$ cat config.mk
export PLATFORM = sky130hd
export DESIGN_NAME = rmce_top
export DESIGN_NICKNAME = d
export VERILOG_FILES = /design/src/rtl/rmce_pkg.sv /design/src/rtl/rmce_cfg_decode.sv /design/src/rtl/rmce_frame_ctr.sv /design/src/rtl/rmce_div_tap.sv /design/src/rtl/rmce_top.sv
export SDC_FILE = /design/constraint.sdc
export NUM_CORES = 1
export LEC_CHECK = 0
export ABC_AREA = 1
export CORE_ASPECT_RATIO = 1.2
export CORE_MARGIN = 4
export CORE_UTILIZATION = 59
export CTS_BUF_LIST = sky130_fd_sc_hd__clkbuf_16
export CTS_CLUSTER_SIZE = 24
export DETAILED_ROUTE_END_ITERATION = 8
export GPL_ROUTABILITY_DRIVEN = 0
export PLACE_DENSITY = 0.8
export SETUP_SLACK_MARGIN = 0.02
export SYNTH_ARGS = -nofsm -noshare
export SYNTH_HDL_FRONTEND = slang
export SYNTH_SLANG_ARGS = --single-unit
$ cat constraint.sdc
create_clock -name clk_i -period 3.22 [get_ports clk_i]
set_input_delay 0.483 -clock clk_i [delete_from_list [all_inputs] [get_ports clk_i]]
set_output_delay 0.483 -clock clk_i [all_outputs]
set_load 0.02 [all_outputs]
$ cat src/rtl/rmce_pkg.sv
package rmce_pkg;

   typedef enum logic [1:0] {
      RM_NORMAL = 2'b00,
      RM_LOWPWR = 2'b01,
      RM_ULTRA  = 2'b10,
      RM_SPARE  = 2'b11
   } run_mode_e;

   localparam int DOM_N  = 3;
   localparam int PAIR_N = 3;

   // pair index -> domain indices: 0:(hi,med) 1:(hi,lo) 2:(med,lo)
   function automatic int pair_a(input int p);
      return (p == 2) ? 1 : 0;
   endfunction

   function automatic int pair_b(input int p);
      return (p == 0) ? 1 : 2;
   endfunction

endpackage

$ cat src/rtl/rmce_cfg_decode.sv
module rmce_cfg_decode
   import rmce_pkg::*;
#(
   parameter int DIV_W = 4,
   parameter int K_MIN = 3,
   parameter int K_MAX = 8,
   parameter int RAT_W = 4,
   parameter int FRM_W = 5
) (
   input  logic [1:0]       mode_i,
   input  logic [DIV_W-1:0] kdiv_i,
   output logic [RAT_W-1:0] rat_med_o,
   output logic [RAT_W-1:0] rat_lo_o,
   output logic [FRM_W-1:0] frame_len_o
);

   localparam logic [DIV_W-1:0] KMIN_D = DIV_W'(K_MIN);
   localparam logic [DIV_W-1:0] KMAX_D = DIV_W'(K_MAX);

   logic [RAT_W-1:0] k_cl;
   run_mode_e        mode;

   assign mode = run_mode_e'(mode_i);

   always_comb begin
      if (kdiv_i < KMIN_D) begin
         k_cl = RAT_W'(K_MIN);
      end else if (kdiv_i > KMAX_D) begin
         k_cl = RAT_W'(K_MAX);
      end else begin
         k_cl = RAT_W'(kdiv_i);
      end
   end

   always_comb begin
      unique case (mode)
         RM_LOWPWR: begin
            rat_med_o = RAT_W'(2);
            rat_lo_o  = RAT_W'(2);
         end
         RM_ULTRA: begin
            rat_med_o = RAT_W'(2);
            rat_lo_o  = k_cl;
         end
         default: begin
            rat_med_o = RAT_W'(1);
            rat_lo_o  = RAT_W'(2);
         end
      endcase
   end

   // medium ratio is 1 or 2, low ratio >= 2: lcm is lo, or 2*lo if lo odd and med 2
   always_comb begin
      if (rat_med_o == RAT_W'(2) && rat_lo_o[0]) begin
         frame_len_o = FRM_W'({rat_lo_o, 1'b0});
      end else begin
         frame_len_o = FRM_W'(rat_lo_o);
      end
   end

endmodule

$ cat src/rtl/rmce_frame_ctr.sv
module rmce_frame_ctr #(
   parameter int RAT_W = 4,
   parameter int FRM_W = 5
) (
   input  logic             clk_i,
   input  logic             rst_ni,
   input  logic [RAT_W-1:0] live_med_i,
   input  logic [RAT_W-1:0] live_lo_i,
   input  logic [FRM_W-1:0] live_frame_i,
   output logic [RAT_W-1:0] act_med_o,
   output logic [RAT_W-1:0] act_lo_o,
   output logic             frame_last_o
);

   logic [FRM_W-1:0] pos_q;
   logic [RAT_W-1:0] held_med_q;
   logic [RAT_W-1:0] held_lo_q;
   logic [FRM_W-1:0] held_frame_q;
   logic [FRM_W-1:0] act_frame;
   logic             at_start;

   assign at_start     = (pos_q == '0);
   assign act_med_o    = at_start ? live_med_i   : held_med_q;
   assign act_lo_o     = at_start ? live_lo_i    : held_lo_q;
   assign act_frame    = at_start ? live_frame_i : held_frame_q;
   assign frame_last_o = (pos_q == act_frame - FRM_W'(1));

   always_ff @(posedge clk_i or negedge rst_ni) begin
      if (!rst_ni) begin
         pos_q        <= '0;
         held_med_q   <= RAT_W'(1);
         held_lo_q    <= RAT_W'(2);
         held_frame_q <= FRM_W'(2);
      end else begin
         pos_q <= frame_last_o ? '0 : pos_q + FRM_W'(1);
         if (at_start) begin
            held_med_q   <= live_med_i;
            held_lo_q    <= live_lo_i;
            held_frame_q <= live_frame_i;
         end
      end
   end

   AST_POS_IN_FRAME: assert property (@(posedge clk_i) disable iff (!rst_ni)
      pos_q < act_frame);
   AST_CFG_HELD_MIDFRAME: assert property (@(posedge clk_i) disable iff (!rst_ni)
      (pos_q != '0) |-> (act_lo_o == $past(act_lo_o) && act_med_o == $past(act_med_o)));

endmodule

$ cat src/rtl/rmce_div_tap.sv
module rmce_div_tap #(
   parameter int RAT_W = 4
) (
   input  logic             clk_i,
   input  logic             rst_ni,
   input  logic [RAT_W-1:0] ratio_i,
   input  logic             restart_i,
   output logic             fire_o
);

   logic [RAT_W-1:0] sub_q;

   assign fire_o = (sub_q == '0);

   always_ff @(posedge clk_i or negedge rst_ni) begin
      if (!rst_ni) begin
         sub_q <= '0;
      end else if (restart_i || sub_q >= ratio_i - RAT_W'(1)) begin
         sub_q <= '0;
      end else begin
         sub_q <= sub_q + RAT_W'(1);
      end
   end

   AST_NO_BACK_TO_BACK: assert property (@(posedge clk_i) disable iff (!rst_ni)
      (fire_o && ratio_i > RAT_W'(1)) |=> !fire_o);
   AST_FIRE_ON_WRAP: assert property (@(posedge clk_i) disable iff (!rst_ni)
      restart_i |=> fire_o);

endmodule

$ cat src/rtl/rmce_top.sv
module rmce_top
   import rmce_pkg::*;
#(
   parameter int DIV_W = 4,
   parameter int K_MIN = 3,
   parameter int K_MAX = 8
) (
   input  logic             clk_i,
   input  logic             rst_ni,
   input  logic [1:0]       mode_i,
   input  logic [DIV_W-1:0] kdiv_i,
   output logic             en_hi_o,
   output logic             en_med_o,
   output logic             en_lo_o,
   output logic             xfer_hm_o,
   output logic             xfer_hl_o,
   output logic             xfer_ml_o
);

   localparam int RAT_W = $clog2(K_MAX + 1);
   localparam int FRM_W = $clog2(2 * K_MAX + 1);

   if (K_MIN < 2 || K_MIN > K_MAX) begin : g_bad_krange
      $error("rmce_top: divisor range must satisfy 2 <= K_MIN <= K_MAX");
   end
   if (K_MAX >= (1 << DIV_W)) begin : g_bad_divw
      $error("rmce_top: DIV_W too narrow for K_MAX");
   end

   logic [RAT_W-1:0] live_med, live_lo;
   logic [FRM_W-1:0] live_frame;
   logic [RAT_W-1:0] act_med, act_lo;
   logic             frame_last;
   logic [RAT_W-1:0] rat   [DOM_N];
   logic [DOM_N-1:0] en;
   logic [PAIR_N-1:0] xfer;

   rmce_cfg_decode #(
      .DIV_W(DIV_W), .K_MIN(K_MIN), .K_MAX(K_MAX), .RAT_W(RAT_W), .FRM_W(FRM_W)
   ) u_dec (
      .mode_i      (mode_i),
      .kdiv_i      (kdiv_i),
      .rat_med_o   (live_med),
      .rat_lo_o    (live_lo),
      .frame_len_o (live_frame)
   );

   rmce_frame_ctr #(.RAT_W(RAT_W), .FRM_W(FRM_W)) u_frm (
      .clk_i        (clk_i),
      .rst_ni       (rst_ni),
      .live_med_i   (live_med),
      .live_lo_i    (live_lo),
      .live_frame_i (live_frame),
      .act_med_o    (act_med),
      .act_lo_o     (act_lo),
      .frame_last_o (frame_last)
   );

   assign rat[0] = RAT_W'(1);
   assign rat[1] = act_med;
   assign rat[2] = act_lo;

   for (genvar d = 0; d < DOM_N; d++) begin : g_dom
      if (d == 0) begin : g_full
         assign en[d] = rst_ni;
      end else begin : g_div
         logic fire;
         rmce_div_tap #(.RAT_W(RAT_W)) u_tap (
            .clk_i     (clk_i),
            .rst_ni    (rst_ni),
            .ratio_i   (rat[d]),
            .restart_i (frame_last),
            .fire_o    (fire)
         );
         assign en[d] = fire & rst_ni;
      end
   end

   for (genvar p = 0; p < PAIR_N; p++) begin : g_pair
      localparam int A = pair_a(p);
      localparam int B = pair_b(p);
      assign xfer[p] = (rat[A] >= rat[B]) ? en[A] : en[B];
   end

   assign en_hi_o   = en[0];
   assign en_med_o  = en[1];
   assign en_lo_o   = en[2];
   assign xfer_hm_o = xfer[0];
   assign xfer_hl_o = xfer[1];
   assign xfer_ml_o = xfer[2];

   AST_HI_EVERY_CYCLE: assert property (@(posedge clk_i) disable iff (!rst_ni)
      en_hi_o);
   AST_EQUAL_RATIO_ALIGNED: assert property (@(posedge clk_i) disable iff (!rst_ni)
      (act_med == act_lo) |-> (en_med_o == en_lo_o));
   AST_LO_RATIO_RANGE: assert property (@(posedge clk_i) disable iff (!rst_ni)
      act_lo >= RAT_W'(2) && act_lo <= RAT_W'(K_MAX));
   AST_XFER_ML_SLOW: assert property (@(posedge clk_i) disable iff (!rst_ni)
      xfer_ml_o |-> en_lo_o);
   AST_XFER_HM_SLOW: assert property (@(posedge clk_i) disable iff (!rst_ni)
      xfer_hm_o |-> (en_med_o && en_hi_o));

endmodule

==> results.md <==
- Status: complete, no violations
- Mean Syn Cell Area: 8.25 um2
- Largest family of logic cells by synthesized area: simple AND/OR/NAND/NOR gates
- Critical-path maximum fanout: 2
- Leak pwr: 1.30 nW
- Adder-cell share of the synthesized area: 15.1%
- Inst Count DP: 314
- CTS tree: done
- Sequential cell area: 654 um2
- # diodes: 0
- Starting Density: 63.4%
- Global route total overflow: 0
- Synth cell types: 30
- Post-route design area: 2420 um2
- Max cap viols: 0
- Hold EP: g_dom[2].g_div.u_tap.sub_q[0]
- Element type at the critical path end: primary output
- # fillers: 255
- CTS Buf Count: 3
- Max Root-Sink Buffers: 2
- Fmax: 0.333 GHz
- DIE WIDTH: 61.0 um
- Vias per cell: 4.89
- Final period utilization: 93.2%
- Wire length of the first global-routing pass: 6270 um
- Layout Cells excl Fill: 318
- WP data required: 2.74 ns
- Die height: 71.6 um
- Final Max Slew Viols: 0
- Peak supply drop: 732 uV
- Reg2reg path depth: 18
- Vias in the first global route: 1517
- Mux share of post-synthesis cell area: 0%
- Worst setup SP type: input pin
- Initial antenna violation count: 0
- Power Dens Cells: 1020 nW/um2
- Area leader, netlist: dfrtp_1
- Postcts setup bufs: 0
- Routed Antenna Nets: 0
- HP Start: g_dom[2].g_div.u_tap.sub_q[0]
- Core area: 3140 um2
- Worst-path clk slew: 0.06 ns
- Hold-fix buffers, CTS: 0
- Reg-to-reg critical path startpoint: u_frm.pos_q[1]
- IO Count: 14
- DRC violations left: 0
- YS warnings: 0
- Worst endpoint data arrival time: 2.52 ns
- Unrepaired setup endpoints after global routing: false
- Synth Area in Compound Gates: 5.35%
- Seq/Total Area, Yosys: 32.9%
- Layout cells sized above 1: 30.1%
- FF-to-FF End: g_dom[1].g_div.u_tap.sub_q[2]
- Setup CP Type: input pin to primary output
- Main area contributors after synthesis: dfrtp_1 29%, ha_1 15%, inv_1 7.9%
- Post-synthesis cell area: 1990 um2
- DIE AREA: 4370 um2
- Synth Register Bits: 26
- Row cnt: 22
- H-tree depth: 1
- Fin nets: 315
- Slew HR: 76.0%
- CTS sink cnt: 26
- Post-Syn Nets: 273
- # port buffers: 13
- Min-delay worst type: flip-flop to flip-flop
- Simple-gate share of the synthesized area: 29.7%
- XOR/XNOR share of the synthesized area: 6.16%
- Avg WL per Cell: 11.3 um
- Fin. Hold Viols: 0
- Largest net degree at the start of global routing: 24
- Setup slack, reg-to-reg: 0.35 ns
- Worst slew pin tran: 0.357 ns
- Final WL: 3590 um
- Syn-to-layout area delta: 21.8%
- Detailed Place HPWL: 2950 um
- Post-DP Area: 2340 um2
- Gate Count Post-Synth: 241
- Synth top area share: 28.9%
- 1st-pass router iterations: 4
- Post_cts resized: 6
- Multi-input combinational cell area: 1130 um2
- Min-Delay Path Depth: 1
- Fin Setup TNS: 0 ns
- Setup-failing EPs final: 0
- Clock root buffer master: clkbuf_16
- Minimum clock period: 3.00 ns
- Worst skew pair latency: 0.26 ns
- Vias: 1556
- Total GRT Usage: 18.4%
- Layout Skew: 0.00463 ns
- Initial DRC count: 59
[through the flow]
| stage | utilization, % | setup WS [ns] | hold slack (ns) | total power [W] |
|---|---|---|---|---|
| after floorplan | - | 0.327 | 0.187 | 0.00179 |
| after global placement | 74.6 | -0.243 | 0.458 | 0.00218 |
| after detailed placement | 74.6 | -0.316 | 0.477 | 0.00224 |
| after CTS | 77.1 | 0.0230 | 0.488 | 0.00251 |
| after global routing | 77.2 | 0.0276 | 0.517 | 0.00275 |
| final | 77.2 | 0.217 | 0.483 | 0.00248 |
[state kept, by name, indices dropped and copies added (netlist names)]
name	flops
u_frm.held_frame_q	5
u_frm.held_lo_q	4
u_frm.pos_q	5
g_dom.g_div.u_tap.sub_q	8
u_frm.held_med_q	4
[critical path, stage by stage]
cell             delay [ns]
clkdlybuf4s50_1        0.45
inv_1                  0.04
ha_2                   0.31
nor2_1                 0.04
inv_1                  0.06
o21ai_0                0.13
ha_1                   0.33
inv_1                  0.06
nor2_1                 0.04
o211ai_1               0.15
nand3_1                0.11
o21ai_1                0.15
buf_4                  0.16
[cell usage in the layout (no fill, tap or decap), drive strengths merged, types with 8 or more instances in the layout]
cell	synthesis	layout
clkdlybuf4s50	0	10
buf	2	27
inv	49	49
dfrtp	23	23
nor2	28	28
ha	24	24
nand3	20	20
xor2	11	11
o21ai	8	8
nand2	53	53
[area by class of cell]
cell class / count / area share (%)
clock buffer: 3 / 3.10
clock inverter: 1 / 0.155
inverter: 51 / 8.06
multi-input combinational: 162 / 46.6
sequential: 26 / 27.0
tap: 36 / 1.86
timing repair buffer: 39 / 13.2
[where the power goes]
part / switching, W / internal [W]
Combinational: 0.000931 / 0.000702
Clock: 0.000107 / 0.000166
Sequential: 0.000103 / 0.000468
Total: 0.00114 / 0.00134
[metal layers]
metal | vias to the layer above | GRT usage [%] | routed length (um)
li1 | 823 | - | -
met2 | 13 | 33.8 | 1880
met3 | 6 | 1.44 | 72
met4 | 0 | 5.54 | 62
met1 | 714 | 22.3 | 1570
met5 | - | 0 | 0
[worst max-delay path by stage]
stage / startpoint / to / slack (ns)
floorplan: u_frm.pos_q[0] / xfer_ml_o / 0.33
global placement: mode_i[0] / xfer_ml_o / -0.24
detailed placement: mode_i[1] / xfer_ml_o / -0.32
CTS: mode_i[1] / xfer_ml_o / 0.02
global route: mode_i[0] / xfer_ml_o / 0.03
finish: mode_i[0] / xfer_ml_o / 0.22
[cell families (layout without fill, tap and decap cells)]
group                      Yosys count  after routing
and+or+nand+nor                    106            106
buffers and inverters               53             94
DFF                                 26             26
adders and majority gates           24             24
AOI/OAI and AO/OA                   18             18
xor gates and xnor gates            14             14
[Yosys cell counts (all sizes together)]
library cell and n:
nand3 20, o211ai 2, xor2 11, nand4 1
ha 24, dfstp 3, nand3b 1, o21ai 8
nand2 53, or2 1, inv 49, dfrtp 23
a21oi 4, nor2 28, o21bai 1, a21boi 2
clkinv 2, nor3 2, xnor2 3, buf 2
o2111ai 1
Note: power is estimated with default switching activity, not from simulation.
